===== config.mk =====
export PLATFORM = sky130hd
export DESIGN_NAME = bscan_pin_segment
export DESIGN_NICKNAME = d
export VERILOG_FILES = /design/src/rtl/bscan_pkg.sv /design/src/rtl/bscan_cell.sv /design/src/rtl/bscan_pad_mux.sv /design/src/rtl/bscan_pin_segment.sv
export SDC_FILE = /design/constraint.sdc
export NUM_CORES = 1
export LEC_CHECK = 0
export ABC_CLOCK_PERIOD_IN_PS = 1200
export BUFFER_PORTS_ARGS = -buffer_cell sky130_fd_sc_hd__buf_2
export CAP_MARGIN = 30
export CORE_ASPECT_RATIO = 0.8
export CORE_MARGIN = 2
export CORE_UTILIZATION = 46
export DETAILED_ROUTE_END_ITERATION = 10
export GPL_TIMING_DRIVEN = 0
export PLACE_DENSITY = 0.71
export SYNTH_ARGS = -nofsm -noshare
export SYNTH_HDL_FRONTEND = slang
export SYNTH_SLANG_ARGS = --single-unit

===== constraint.sdc =====
create_clock -name tck_i -period 1.2 [get_ports tck_i]
set_clock_uncertainty 0.05 [all_clocks]
set_input_delay 0.18 -clock tck_i [delete_from_list [all_inputs] [get_ports tck_i]]
set_output_delay 0.18 -clock tck_i [all_outputs]
set_load 0.01 [all_outputs]

===== src/rtl/bscan_pkg.sv =====
package bscan_pkg;
  typedef enum logic [1:0] {CK_EN, CK_DATA, CK_WATCH} cell_kind_e;

  function automatic cell_kind_e kind_of(input int idx, input int nb);
    if (idx < 3 * nb) begin
      case (idx % 3)
        0:       return CK_EN;
        1:       return CK_DATA;
        default: return CK_WATCH;
      endcase
    end
    return ((idx - 3 * nb) % 2 == 0) ? CK_EN : CK_DATA;
  endfunction

  // enable-cell index of pin p (bidir pins first, then output-only)
  function automatic int en_idx(input int p, input int nb);
    return (p < nb) ? 3 * p : 3 * nb + 2 * (p - nb);
  endfunction
endpackage


===== src/rtl/bscan_cell.sv =====
module bscan_cell #(
  parameter bit HAS_UPD = 1'b1
) (
  input  logic tck_i,
  input  logic rst_ni,
  input  logic cap_en_i,
  input  logic shift_en_i,
  input  logic upd_en_i,
  input  logic cap_i,
  input  logic ser_i,
  output logic sh_o,
  output logic upd_o
);
  logic sh_q;

  always_ff @(posedge tck_i or negedge rst_ni) begin
    if (!rst_ni)         sh_q <= 1'b0;
    else if (cap_en_i)   sh_q <= cap_i;
    else if (shift_en_i) sh_q <= ser_i;
  end
  assign sh_o = sh_q;

  if (HAS_UPD) begin : g_upd
    logic upd_q;
    always_ff @(posedge tck_i or negedge rst_ni) begin
      if (!rst_ni)       upd_q <= 1'b0;
      else if (upd_en_i) upd_q <= sh_q;
    end
    assign upd_o = upd_q;


    upd_hold_chk: assert property (@(posedge tck_i) disable iff (!rst_ni)
      !upd_en_i |=> $stable(upd_o));
  end else begin : g_watch
    assign upd_o = 1'b0;
  end


  capture_load_chk: assert property (@(posedge tck_i) disable iff (!rst_ni)
    cap_en_i |=> sh_o == $past(cap_i));

  shift_move_chk: assert property (@(posedge tck_i) disable iff (!rst_ni)
    (shift_en_i && !cap_en_i) |=> sh_o == $past(ser_i));
endmodule


===== src/rtl/bscan_pad_mux.sv =====
module bscan_pad_mux (
  input  logic en_latch_i,
  input  logic do_latch_i,
  input  logic core_oe_i,
  input  logic core_do_i,
  input  logic test_drive_i,
  input  logic force_hz_i,
  output logic pad_oe_o,
  output logic pad_do_o
);
  always_comb begin
    pad_oe_o = test_drive_i ? en_latch_i : core_oe_i;
    pad_do_o = test_drive_i ? do_latch_i : core_do_i;
    if (force_hz_i) pad_oe_o = 1'b0;
  end


  always_comb begin
    if (!test_drive_i && !force_hz_i)
      core_path_chk: assert (pad_oe_o == core_oe_i && pad_do_o == core_do_i);
  end
endmodule


===== src/rtl/bscan_pin_segment.sv =====
module bscan_pin_segment #(
  parameter int NUM_BIDIR = 4,
  parameter int NUM_OUT   = 2
) (
  input  logic                 tck_i,
  input  logic                 rst_ni,
  input  logic                 tdi_i,
  input  logic                 capture_dr_i,
  input  logic                 shift_dr_i,
  input  logic                 update_dr_i,
  input  logic                 extest_i,
  input  logic                 clamp_i,
  input  logic                 highz_i,
  output logic                 tdo_o,
  input  logic [NUM_BIDIR-1:0] core_oe_i,
  input  logic [NUM_BIDIR-1:0] core_do_i,
  output logic [NUM_BIDIR-1:0] core_di_o,
  input  logic [NUM_BIDIR-1:0] pad_di_i,
  output logic [NUM_BIDIR-1:0] pad_oe_o,
  output logic [NUM_BIDIR-1:0] pad_do_o,
  input  logic [NUM_OUT-1:0]   core_oo_oe_i,
  input  logic [NUM_OUT-1:0]   core_oo_do_i,
  output logic [NUM_OUT-1:0]   opad_oe_o,
  output logic [NUM_OUT-1:0]   opad_do_o
);
  import bscan_pkg::*;

  localparam int NUM_PINS  = NUM_BIDIR + NUM_OUT;
  localparam int CHAIN_LEN = 3 * NUM_BIDIR + 2 * NUM_OUT;

  logic [CHAIN_LEN-1:0] cap_w, sh_w, upd_w, ser_w;
  logic [NUM_PINS-1:0]  core_oe_all, core_do_all, oe_all, do_all;
  logic                 test_drive;

  assign test_drive  = extest_i | clamp_i;
  assign core_oe_all = {core_oo_oe_i, core_oe_i};
  assign core_do_all = {core_oo_do_i, core_do_i};
  assign ser_w       = {tdi_i, sh_w[CHAIN_LEN-1:1]};
  assign tdo_o       = sh_w[0];
  assign core_di_o   = pad_di_i;

  // capture sources, laid out per pin
  for (genvar b = 0; b < NUM_BIDIR; b++) begin : g_cap_bidir
    assign cap_w[3*b+2] = pad_di_i[b];
  end
  for (genvar p = 0; p < NUM_PINS; p++) begin : g_cap_pin
    localparam int EI = en_idx(p, NUM_BIDIR);
    assign cap_w[EI]   = core_oe_all[p];
    assign cap_w[EI+1] = core_do_all[p];
  end

  for (genvar i = 0; i < CHAIN_LEN; i++) begin : g_cell
    localparam cell_kind_e KIND = kind_of(i, NUM_BIDIR);
    bscan_cell #(.HAS_UPD(KIND != CK_WATCH)) u_cell (
      .tck_i      (tck_i),
      .rst_ni     (rst_ni),
      .cap_en_i   (capture_dr_i),
      .shift_en_i (shift_dr_i),
      .upd_en_i   (update_dr_i),
      .cap_i      (cap_w[i]),
      .ser_i      (ser_w[i]),
      .sh_o       (sh_w[i]),
      .upd_o      (upd_w[i])
    );
  end

  for (genvar p = 0; p < NUM_PINS; p++) begin : g_pad
    localparam int EI = en_idx(p, NUM_BIDIR);
    bscan_pad_mux u_mux (
      .en_latch_i   (upd_w[EI]),
      .do_latch_i   (upd_w[EI+1]),
      .core_oe_i    (core_oe_all[p]),
      .core_do_i    (core_do_all[p]),
      .test_drive_i (test_drive),
      .force_hz_i   (highz_i),
      .pad_oe_o     (oe_all[p]),
      .pad_do_o     (do_all[p])
    );


    latch_drive_chk: assert property (@(posedge tck_i) disable iff (!rst_ni)
      (test_drive && !highz_i) |-> (oe_all[p] == upd_w[EI] && do_all[p] == upd_w[EI+1]));
  end

  assign {opad_oe_o, pad_oe_o} = oe_all;
  assign {opad_do_o, pad_do_o} = do_all;


  hz_all_off_chk: assert property (@(posedge tck_i) disable iff (!rst_ni)
    highz_i |-> (pad_oe_o == '0 && opad_oe_o == '0));

  watch_pass_chk: assert property (@(posedge tck_i) disable iff (!rst_ni)
    core_di_o == pad_di_i);
endmodule


==> results.toml <==
[status]
status = "finished with violations"
violations = "setup timing"

[clock_tree]
cts.sinks = 28
clkLatencyLatePin_ps = 280
root_buffer = "clkbuf_8"
clk_pin_slew_worst_paths_ps = 90
cts.htree.levels = 1
cts_buffers = 3
cts_max_path_buffers = 2
cts_tree = "done"

[global_route]
grt_max_degree = 29
grtUsageTotal_pct = 19.4
grt_pass1_vias = 1085
grt-ovfl-total = 0
grt_pass1_wl_um = 5170
grt_antenna_before_repair = 0

[layout]
antenna_cells = 0
drive_gt1_share_pct = 50.6
nFillCells = 262
final_cell_area_sq_um = 1970
fin_nets = 202
area_growth_pct = 32.8

[setup_path]
r2r-start = "g_cell[0].u_cell.upd_o"
arrival_ps = 1070
path_max_fanout = 2
r2r_setup_slack_ps = 170
critPathTopFamily = "flip-flops"
path_class = "reg2out"
path_cells = "mux2_4 -> buf_6"
cp.required_ps = 970
start_kind = "register"
cp-end-kind = "primary output"
cp_slowest_cell = "dfrtp_1"
cp_num_buf_inv = 1
reg2reg_to = "g_cell[0].u_cell.upd_o"
r2r_cells = 3
cp-startpoint = "g_cell[15].u_cell.upd_o"
cpPeakStageDelay_ps = 390

[logic_synthesis]
ys_warn_count = 0
synth_compound_area_share_pct = 9.44
synth_fa_ha_area_share_pct = 0
ys_seq_elements = 28
postSynthCellCount = 137
syn-mean-instance-area_sq_um = 10.8
ys.flop_type = "dfrtp_1"
syn_nets = 162
synthArstFlopShare_pct = 100
synthSimpleGateAreaFrac_pct = 7.84
yosysTopAreaCell = "dfrtp_1"
synth.most_common_cell = "dfrtp_1"
synth_edf_count = 0
yosysSeqAreaShare_pct = 47.2
yosys-top-cells-count = "dfrtp_1 (28), o21ai_0 (22), mux2_2 (18)"
synth_top_family_by_area = "multiplexers"
synth_area_leaders = "dfrtp_1 (47%), mux2_2 (14%), mux2i_1 (11%)"
synthXorXnorAreaFrac_pct = 0
synthMuxAreaShare_pct = 24.5
synth.cell_area_sq_um = 1480
synth_top_area_share_pct = 47.2
synth_cell_types = 14

[pwr]
power_density_nw_per_um2 = 1260
p_leak_uw = 0.000941
power_uw = 2490
ir_drop_uv = 721

[hold_path]
min_to = "g_cell[2].u_cell.sh_o"
min_path_cells = 3
holdCritPathClass = "in2reg"
worstHoldStart = "pad_di_i[0]"

[floorplanning]
fp.dieW_um = 67.5
die_y_um = 54.8
initial_core_util_pct = 48.1
rows = 18
core_sq_um = 3090
die_area_sq_um = 3700
io_pins = 42

[detailed_routing]
drt-vias-per-instance = 5.17
drtIter0Drc = 27
firstDrtPassIters = 4
postRouteAntennaNets = 0
drt-total-wl_um = 3220
wl_per_cell_um = 14.9
drc = 0
route.vias.total = 1117

[placement]
dp_hpwl_um = 2320
place.gp.congestion = 0.720
port_buffers = 40
place_area_sq_um = 1740
detailedPlace.worstSlack_ps = -355

[sta]
setup_violations = 11
worstMarginPinSlew_ps = 618
period_minus_slack_ps = 1300
fin_crit_sh_pct = 108
slew_violations = 0
hold_viol_final = 0
fmax_mhz = 770
tns_ps = -874
slew_headroom_pct = 58.8
rsz0062_at_grt = "yes"
fin_ws_ps = -97.9

[job]
drv_cap = 0
[sequential cells by signal, indices dropped and copies added, names as in the netlist]
| name | flops |
|---|---|
| g_cell.u_cell.sh_o | 16 |
| g_cell.u_cell.upd_o | 12 |
[area by class of cell]
| type | instances | area, sq um | area share [%] |
|---|---|---|---|
| clock buffer | 3 | 41.3 | 2.10 |
| buffer | 12 | 95.1 | 4.83 |
| multi-input combinational | 85 | 686 | 34.8 |
| sequential | 28 | 701 | 35.6 |
| tap | 40 | 50.0 | 2.54 |
| timing repair buffer | 47 | 368 | 18.7 |
| clock inverter | 1 | 30.0 | 1.52 |
[tightest hold or removal path: cells and delay by family]
kind | cells | cell delay [ps]
AOI/OAI and AO/OA | 1 | 60
and+or+nand+nor | 1 | 40
buffers and inverters | 1 | 90
[per-layer routing]
metal / vias to the layer above / wire, um / track usage (%)
met3: 5 / 160 / 2.67
met2: 33 / 1500 / 31.7
met1: 539 / 1520 / 26.5
met5: - / 0 / 0
li1: 540 / - / -
met4: 0 / 42 / 7.14
[repair_timing]
action                                 4_1_cts  5_1_grt
setup endpoints to repair                   12       12
hold buffers                                 1        0
resized for setup                           40        8
gates cloned                                 2        0
pin swaps                                   11        9
endpoints found under the hold margin       28        0
setup buffers                                2        2
[logic make-up after synthesis]
kind of cell           after synthesis
AND/OR/NAND/NOR                     23
multiplexers                        34
buffers and inverters               24
flip-flops                          28
AO/OA/AOI/OAI                       28
[where the power goes]
group	switching (uW)	internal, uW	total (uW)	leakage (uW)
clock network	302	447	750	0.0000357
registers	75.3	1060	1130	0.000341
logic	245	357	601	0.000564
[worst max-delay path by stage]
stage | to | cells after the start
after floorplan | opad_oe_o[0] | 4
after global placement | pad_do_o[1] | 5
after detailed placement | opad_do_o[1] | 5
after CTS | opad_oe_o[0] | 5
after global routing | pad_do_o[1] | 2
final | opad_do_o[1] | 2
[through the flow]
step                      cells  utilization [%]  hold WS (ps)
after floorplan             137                -          -166
after global placement      217             56.3           178
after detailed placement    217             56.3           181
after CTS                   214             62.8          67.1
after global routing        216             63.9          78.7
final                       216             63.9          67.0
[placed cells by master, fill, tap and decap left out, drive strengths merged]
cell type and n:
a21oi 6, mux2 18, buf 53, nand2 16
mux2i 16, or3b 6, bufinv 1, dfrtp 28
dlygate4sd3 1, nor2 1, o21ai 22, clkbuf 8
No activity file was read; power rests on OpenSTA's default activity.
